==> src/rtl/tgc_pkg.sv <==
package tgc_pkg;

    localparam int DATA_W   = 8;
    localparam int TGT_W    = 6;
    localparam int BASE_W   = 11;
    localparam int ACC_W    = 12;
    localparam int DVS_W    = 4;
    localparam int DIV_W    = DATA_W + 2;

    localparam int TGT_MAX    = 32;
    localparam int MIMO_CUT   = 6;
    localparam int IDX_TOP    = 98;
    localparam int IDX_BOT_LO = 0;
    localparam int IDX_BOT_HI = -9;
    localparam int VOLT_DVS   = 7;
    localparam int VOLT_CAP   = 2;
    localparam int CCK_REV_B  = 9;
    localparam int CCK_REV_C  = 5;

    typedef enum logic [2:0] {
        RC_CCK      = 3'd0,
        RC_OFDM_LOW = 3'd1,
        RC_OFDM_48  = 3'd2,
        RC_OFDM_54  = 3'd3,
        RC_OFDM_60  = 3'd4
    } rate_e;

    typedef enum logic [2:0] {
        ST_IDLE, ST_PREP, ST_TDIV, ST_VDIV, ST_FIN
    } state_e;

    typedef struct packed {
        logic signed [DATA_W-1:0] target;
        logic        [DATA_W-1:0] reg_lim;
        logic        [DATA_W-1:0] sat_lim;
        logic        [2:0]        rate;
        logic                     mimo;
        logic                     band_hi;
        logic        [DATA_W-1:0] chan;
        logic signed [DATA_W-1:0] f_idx;
        logic signed [DATA_W-1:0] f_pwr;
        logic signed [DATA_W-1:0] f_temp;
        logic signed [DATA_W-1:0] c_temp;
        logic        [DATA_W-1:0] f_volt;
        logic        [DATA_W-1:0] c_volt;
        logic        [1:0]        rev;
    } op_t;

    function automatic logic [4:0] backoff_steps(input logic [2:0] rc);
        case (rc)
            RC_OFDM_48: return 5'd15;
            RC_OFDM_54: return 5'd17;
            RC_OFDM_60: return 5'd20;
            default:    return 5'd10;
        endcase
    endfunction

    function automatic logic [2:0] atten_group(input logic hi, input logic [DATA_W-1:0] ch);
        if (!hi)            return 3'd4;
        else if (ch <= 43)  return 3'd0;
        else if (ch <= 70)  return 3'd1;
        else if (ch <= 124) return 3'd2;
        else                return 3'd3;
    endfunction

    function automatic logic [DVS_W-1:0] temp_divisor(input logic hi, input logic [DATA_W-1:0] ch);
        if (!hi)          return DVS_W'(7);
        else if (ch < 44) return DVS_W'(9);
        else              return DVS_W'(8);
    endfunction

    function automatic logic [3:0] cck_steps(input logic [1:0] rev);
        case (rev)
            2'd1:    return 4'(CCK_REV_B);
            2'd2:    return 4'(CCK_REV_C);
            default: return 4'd0;
        endcase
    endfunction

endpackage

==> src/rtl/tgc_target.sv <==
module tgc_target
    import tgc_pkg::*;
(
    input  op_t                      op,
    output logic [TGT_W-1:0]         tgt_hdb,
    output logic signed [BASE_W-1:0] base_idx
);
    logic signed [BASE_W-1:0] reg_e, sat_e, req_e, lim;

    always_comb begin
        reg_e = $signed({3'b000, op.reg_lim}) - (op.mimo ? BASE_W'(MIMO_CUT) : '0);
        sat_e = $signed({3'b000, op.sat_lim}) - $signed({6'b0, backoff_steps(op.rate)});
        req_e = BASE_W'(op.target);
        lim   = req_e;
        if (reg_e < lim) lim = reg_e;
        if (sat_e < lim) lim = sat_e;
        if (lim < 0)                    lim = '0;
        else if (lim > BASE_W'(TGT_MAX)) lim = BASE_W'(TGT_MAX);
        tgt_hdb  = lim[TGT_W-1:0];
        base_idx = BASE_W'(op.f_idx) + BASE_W'(op.f_pwr) - $signed({5'b0, lim[TGT_W-1:0]});
    end
endmodule

==> src/rtl/tgc_serdiv.sv <==
module tgc_serdiv #(
    parameter int DW  = 10,
    parameter int DVW = 4
) (
    input  logic           clk,
    input  logic           rst,
    input  logic           load,
    input  logic [DW-1:0]  dividend,
    input  logic [DVW-1:0] divisor,
    output logic [DW-1:0]  quo,
    output logic           busy
);
    localparam int RW = DVW + 1;
    localparam int CW = $clog2(DW + 1);

    logic [RW-1:0]  rem_q, shifted;
    logic [DVW-1:0] dvs_q;
    logic [CW-1:0]  cnt_q;
    logic           fits;

    always_comb begin
        shifted = {rem_q[RW-2:0], quo[DW-1]};
        fits    = shifted >= {1'b0, dvs_q};
    end

    always_ff @(posedge clk) begin
        if (rst) begin
            rem_q <= '0;
            quo   <= '0;
            dvs_q <= DVW'(1);
            cnt_q <= '0;
        end else if (load) begin
            rem_q <= '0;
            quo   <= dividend;
            dvs_q <= divisor;
            cnt_q <= CW'(DW);
        end else if (cnt_q != '0) begin
            rem_q <= fits ? shifted - {1'b0, dvs_q} : shifted;
            quo   <= {quo[DW-2:0], fits};
            cnt_q <= cnt_q - 1'b1;
        end
    end

    assign busy = cnt_q != '0;

    // remainder left after a finished division is below the divisor
    assert_rem_lt_div_R3: assert property (@(posedge clk) disable iff (rst)
        (!busy && $past(busy)) |-> (rem_q < {1'b0, dvs_q}));
endmodule

==> src/rtl/tx_gain_comp.sv <==
module tx_gain_comp
    import tgc_pkg::*;
#(
    parameter int AW     = 4,
    parameter int NCHAIN = 2,
    parameter int NGRP   = 5,
    localparam int CSW   = $clog2(NCHAIN)
) (
    input  logic                     clk,
    input  logic                     rst,
    input  logic                     start,
    input  logic [DATA_W-1:0]        target_hdb,
    input  logic [DATA_W-1:0]        reg_hdb,
    input  logic [DATA_W-1:0]        sat_hdb,
    input  logic [2:0]               rate_code,
    input  logic                     mimo,
    input  logic                     band_hi,
    input  logic [DATA_W-1:0]        chan,
    input  logic [DATA_W-1:0]        fact_idx,
    input  logic [DATA_W-1:0]        fact_hdb,
    input  logic [DATA_W-1:0]        fact_temp,
    input  logic [DATA_W-1:0]        cur_temp,
    input  logic [DATA_W-1:0]        fact_vcode,
    input  logic [DATA_W-1:0]        cur_vcode,
    input  logic [1:0]               hw_rev,
    input  logic [CSW-1:0]           chain_sel,
    input  logic [NGRP*NCHAIN*AW-1:0] atten_tab,
    output logic                     done,
    output logic [DATA_W-1:0]        gain_idx
);
    state_e  st;
    op_t     op;
    logic [AW-1:0]            atn_q;
    logic [TGT_W-1:0]         tgt_hdb;
    logic signed [BASE_W-1:0] base_idx;
    logic signed [BASE_W-1:0] tstep_q;
    logic signed [3:0]        vstep_q;

    logic                     div_load, div_busy;
    logic [DIV_W-1:0]         div_num, div_quo;
    logic [DVS_W-1:0]         div_dvs;
    logic signed [DATA_W:0]   dtemp;
    logic [DATA_W:0]          tmag;
    logic                     volt_low;
    logic [DATA_W-1:0]        vgap;
    logic [2:0]               grp;
    logic signed [ACC_W-1:0]  acc, clamped, floor_v;

    tgc_target u_target (.op(op), .tgt_hdb(tgt_hdb), .base_idx(base_idx));

    tgc_serdiv #(.DW(DIV_W), .DVW(DVS_W)) u_div (
        .clk(clk), .rst(rst), .load(div_load), .dividend(div_num),
        .divisor(div_dvs), .quo(div_quo), .busy(div_busy));

    always_comb begin
        grp      = atten_group(band_hi, chan);
        dtemp    = (DATA_W+1)'(op.c_temp) - (DATA_W+1)'(op.f_temp);
        tmag     = dtemp[DATA_W] ? (DATA_W+1)'(-dtemp) : (DATA_W+1)'(dtemp);
        volt_low = op.c_volt < op.f_volt;
        vgap     = volt_low ? op.f_volt - op.c_volt : op.c_volt - op.f_volt;
        div_load = (st == ST_PREP) || (st == ST_TDIV && !div_busy);
        if (st == ST_PREP) begin
            div_num = {tmag, 1'b0};
            div_dvs = temp_divisor(op.band_hi, op.chan);
        end else begin
            div_num = volt_low ? {2'b00, vgap} : {1'b0, vgap, 1'b0};
            div_dvs = DVS_W'(VOLT_DVS);
        end
        floor_v = op.band_hi ? ACC_W'(IDX_BOT_HI) : ACC_W'(IDX_BOT_LO);
        acc = ACC_W'(base_idx) - ACC_W'(tstep_q) + ACC_W'(vstep_q);
        if (op.mimo)              acc = acc + $signed({{(ACC_W-AW){1'b0}}, atn_q});
        if (op.rate == RC_CCK)    acc = acc + $signed({8'b0, cck_steps(op.rev)});
        if (acc > ACC_W'(IDX_TOP)) clamped = ACC_W'(IDX_TOP);
        else if (acc < floor_v)    clamped = floor_v;
        else                       clamped = acc;
    end

    always_ff @(posedge clk) begin
        if (rst) begin
            st       <= ST_IDLE;
            op       <= '0;
            atn_q    <= '0;
            tstep_q  <= '0;
            vstep_q  <= '0;
            done     <= 1'b0;
            gain_idx <= '0;
        end else begin
            done <= 1'b0;
            case (st)
                ST_IDLE: if (start) begin
                    op <= '{target: target_hdb, reg_lim: reg_hdb, sat_lim: sat_hdb,
                            rate: rate_code, mimo: mimo, band_hi: band_hi, chan: chan,
                            f_idx: fact_idx, f_pwr: fact_hdb, f_temp: fact_temp,
                            c_temp: cur_temp, f_volt: fact_vcode, c_volt: cur_vcode,
                            rev: hw_rev};
                    atn_q <= atten_tab[(int'(grp)*NCHAIN + int'(chain_sel))*AW +: AW];
                    st    <= ST_PREP;
                end
                ST_PREP: st <= ST_TDIV;
                ST_TDIV: if (!div_busy) begin
                    tstep_q <= dtemp[DATA_W] ? -BASE_W'(div_quo) : BASE_W'(div_quo);
                    st      <= ST_VDIV;
                end
                ST_VDIV: if (!div_busy) begin
                    if (div_quo > DIV_W'(VOLT_CAP)) vstep_q <= '0;
                    else if (volt_low)              vstep_q <= 4'(div_quo[1:0]);
                    else                            vstep_q <= -4'(div_quo[1:0]);
                    st <= ST_FIN;
                end
                ST_FIN: begin
                    gain_idx <= clamped[DATA_W-1:0];
                    done     <= 1'b1;
                    st       <= ST_IDLE;
                end
                default: st <= ST_IDLE;
            endcase
        end
    end

    assert_done_pulse_R9: assert property (@(posedge clk) disable iff (rst)
        done |=> !done);
    assert_idx_hold_R9: assert property (@(posedge clk) disable iff (rst)
        !done |-> $stable(gain_idx));
    assert_idx_bound_R8: assert property (@(posedge clk) disable iff (rst)
        done |-> ($signed(gain_idx) <= 8'sd98 && $signed(gain_idx) >= -8'sd9));
    assert_low_band_floor_R8: assert property (@(posedge clk) disable iff (rst)
        (done && !op.band_hi) |-> $signed(gain_idx) >= 8'sd0);
    assert_tgt_range_R1: assert property (@(posedge clk) disable iff (rst)
        (st != ST_IDLE) |-> tgt_hdb <= TGT_W'(TGT_MAX));
    assert_temp_dir_R3: assert property (@(posedge clk) disable iff (rst)
        (st == ST_VDIV && $signed(op.c_temp) > $signed(op.f_temp)) |-> tstep_q >= 0);
endmodule

==> config.mk <==
export PLATFORM = sky130hd
export DESIGN_NAME = tx_gain_comp
export DESIGN_NICKNAME = d
export VERILOG_FILES = /design/src/rtl/tgc_pkg.sv /design/src/rtl/tgc_target.sv /design/src/rtl/tgc_serdiv.sv /design/src/rtl/tx_gain_comp.sv
export SDC_FILE = /design/constraint.sdc
export NUM_CORES = 1
export LEC_CHECK = 0
export BUFFER_PORTS_ARGS = -buffer_cell sky130_fd_sc_hd__buf_4
export CORE_UTILIZATION = 35
export CTS_BUF_LIST = sky130_fd_sc_hd__clkbuf_8
export DETAILED_ROUTE_END_ITERATION = 7
export SKIP_LAST_GASP = 1
export SYNTH_ARGS = -nofsm -noshare
export SYNTH_HDL_FRONTEND = slang
export SYNTH_SLANG_ARGS = --single-unit
==> constraint.sdc <==
create_clock -name clk -period 36.1 [get_ports clk]
set_input_delay 1.805 -clock clk [delete_from_list [all_inputs] [get_ports clk]]
set_output_delay 1.805 -clock clk [all_outputs]
set_load 0.01 [all_outputs]
==> impl_metrics.sql <==
INSERT INTO impl_metrics (metric_group, metric, value, unit) VALUES
('worst_setup_path', 'cpMaxStageDelayCell', 'sky130_fd_sc_hd__mux2i_1', ''),
('global_route', 'vias_in_the_first_global_route', '9282', ''),
('routing', 'route.detailed.wl_per_inst', '14.3', 'µm'),
('floorplan', 'rows', '63', ''),
('worst_setup_path', 'most_repeated_library_cell_on_the_critical_path', 'sky130_fd_sc_hd__ha_1', ''),
('placement', 'dpl.hpwl', '21.0', 'mm'),
('placement', 'port_buffers', '139', ''),
('worst_setup_path', 'critical_path_s_largest_stage_delay', '670', 'ps'),
('timing', 'slew_viol_final', '0', ''),
('cts', 'max-clock-path-buffers', '2', ''),
('cts', 'ctsRootBufferMaster', 'sky130_fd_sc_hd__clkbuf_8', ''),
('timing', 'worst_clock_skew', '18.6', 'ps'),
('worst_setup_path', 'timing.critical_path.from', 'op[59]', ''),
('global_route', 'grt_use_total', '17.6', '%'),
('floorplan', 'dieHeight', '177', 'µm'),
('routing', 'via_per_inst', '5.18', ''),
('worst_setup_path', 'reg2regPathDepth', '48', ''),
('routing', 'wl', '26.9', 'mm'),
('global_route', 'globalRouteOverflowTotal', '0', ''),
('cells_and_area', 'area_growth_syn_to_layout', '16.2', '%'),
('floorplan', 'core', '30000', 'µm²'),
('cells_and_area', 'multi_input_comb_area', '7380', 'µm²'),
('routing', 'drtIter0Drc', '515', ''),
('cts', 'numCtsBuffers', '17', ''),
('worst_setup_path', 'reg2reg_setup_slack', '22930', 'ps'),
('global_route', 'pin_count_of_the_biggest_net_entering_global_routing', '88', ''),
('global_route', 'use_met1', '22.5', '%'),
('placement', 'place.gp.congestion', '0.856', ''),
('cells_and_area', 'final-instance-count-excl-fill', '1873', ''),
('cells_and_area', 'num_antenna_cells', '0', ''),
('cts', 'postCtsHoldBufs', '0', ''),
('synthesis', 'post_synth_inst_count', '1366', ''),
('synthesis', 'synth_cell_types', '87', ''),
('synthesis', 'synth_top_area_share', '25.3', '%'),
('floorplan', 'die_area', '31500', 'µm²'),
('synthesis', 'synth.most_common_cell', 'sky130_fd_sc_hd__nand2_1', ''),
('cts', 'clkSinkCount', '136', ''),
('worst_setup_path', 'setup.worst_path.class', 'register to register', ''),
('synthesis', 'syn_nets', '1622', ''),
('cts', 'cts_setup_buffers', '0', ''),
('floorplan', 'io_pins', '140', ''),
('global_route', 'gr-usage-met3', '3.26', '%'),
('cells_and_area', 'final-seq-area', '2720', 'µm²'),
('cells_and_area', 'layout.nets', '1727', ''),
('placement', 'dp_cells', '1842', ''),
('worst_setup_path', 'timing.rr.start', 'op[59]', ''),
('flow_run', 'cap_viol_max_count', '0', ''),
('synthesis', 'synthFlopType', 'sky130_fd_sc_hd__dfxtp_1', ''),
('timing', 'grt_setup_unrepaired', 'false', ''),
('cts', 'worstSkewPairLatency', '470', 'ps'),
('worst_setup_path', 'crit_arrival', '13540', 'ps'),
('synthesis', 'yosys-top-cells-count', 'sky130_fd_sc_hd__nand2_1, sky130_fd_sc_hd__a21oi_1, sky130_fd_sc_hd__dfxtp_1', ''),
('synthesis', 'synth_area_per_cell', '7.88', 'µm²'),
('global_route', 'met2_usage', '29.8', '%'),
('timing', 'tightestPinTransition', '1010', 'ps'),
('routing', 'detailedRoute.firstPassIterationCount', '5', ''),
('timing', 'hold_violations', '0', ''),
('timing', 'maxClockFrequency', '75.9', 'MHz'),
('worst_setup_path', 'capture_point_of_the_worst_reg_to_reg_path', 'gain_idx[2]', ''),
('floorplan', 'start_util', '35.9', '%'),
('timing', 'final_period_minus_worst_setup_slack', '13170', 'ps'),
('synthesis', 'number_of_synthesized_flops_with_an_enable_pin', '0', ''),
('worst_setup_path', 'timing.critical_path.to', 'gain_idx[2]', ''),
('worst_setup_path', 'timing.critical_path.to_type', 'register', ''),
('timing', 'finalSetupViolations', '0', ''),
('worst_setup_path', 'required', '36470', 'ps'),
('worst_setup_path', 'cp_max_fo', '18', ''),
('floorplan', 'die_w', '177', 'µm'),
('run_status', 'outcome', 'finished, final reports clean', ''),
('cells_and_area', 'fill_cells', '3125', ''),
('synthesis', 'synth.top_cells.by_area', 'sky130_fd_sc_hd__dfxtp_1, sky130_fd_sc_hd__ha_1, sky130_fd_sc_hd__nand2_1', '');
-- final cells by class --
class | instances | area share, %
timing repair buffer | 147 | 8.82
sequential | 136 | 21.8
multi-input combinational | 1053 | 59.0
inverter | 116 | 3.48
clock inverter | 13 | 1.07
clock buffer | 18 | 1.98
tap | 390 | 3.90
-- how the worst min path moves through the flow --
stage | slack [ps] | endpoint | cells past startpoint | startpoint
floorplan | 430 | tstep_q[8] | 2 | tstep_q[8]
global placement | 440 | op[57] | 2 | op[57]
detailed placement | 450 | op[37] | 2 | op[37]
CTS | 460 | op[37] | 2 | op[37]
global route | 470 | op[63] | 2 | op[63]
finish | 460 | op[63] | 2 | op[63]
-- kinds of logic after synthesis --
logic type | Yosys count | share of synthesized area [%]
AND/OR/NAND/NOR | 449 | 19.4
AO/OA/AOI/OAI | 367 | 21.8
buffers and inverters | 177 | 6.31
flip-flops | 136 | 25.3
adder cells (fa/ha/maj) | 125 | 16.2
XOR/XNOR | 63 | 5.33
multiplexers | 49 | 5.68
-- critical path, delay by kind of cell, from the launching register on --
| family | cells | cell delay [ps] |
|---|---|---|
| buffers and inverters | 3 | 200 |
| AND/OR/NAND/NOR | 9 | 2230 |
| AO/OA/AOI/OAI | 17 | 3600 |
| adder cells (fa/ha/maj) | 10 | 3580 |
| XOR/XNOR | 4 | 830 |
| flip-flops | 1 | 610 |
| multiplexers | 5 | 2000 |
-- state kept, by name, summed over array words and instances, names as in the netlist --
name         cells
vstep_q          3
u_div.rem_q      4
op              85
gain_idx         8
u_div.dvs_q      3
u_div.quo       10
u_div.cnt_q      4
done             1
atn_q            4
tstep_q         11
st               3
-- per-stage QoR --
stage / hold slack, ps / area, µm²
floorplan: 432 / 10800
global placement: 443 / 12100
detailed placement: 447 / 12100
CTS: 459 / 12500
global route: 472 / 12500
finish: 455 / 12500
-- per-layer routing --
layer	part of all wire (%)	wire length, µm	up-vias
met2	47	12700	185
met4	1.4	386	0
li1	-	-	4976
met5	0	0	-
met3	3.9	1060	28
met1	47	12700	4512
-- layout by cell type, fill, tap and decap left out, drive strengths merged, types with 8 or more instances in the layout --
cell type  instances
ha               101
o21ai             57
or2                8
o21a               9
xor2              30
clkbuf            18
a21oi            161
nand2b            15
fa                24
nor2b             22
nand3             11
mux4               8
xnor2             33
nand2            215
mux2i             27
dfxtp            136
a21o              24
inv              122
nor4               9
nor2              85
and3              10
buf              147
a31oi             12
mux2              14
a211oi            35
nand4              9
nor3              27
or3               12
Power is left out: the tool's default activity adds up to more than one toggle a clock period on the data nets, which glitch-free logic cannot reach.
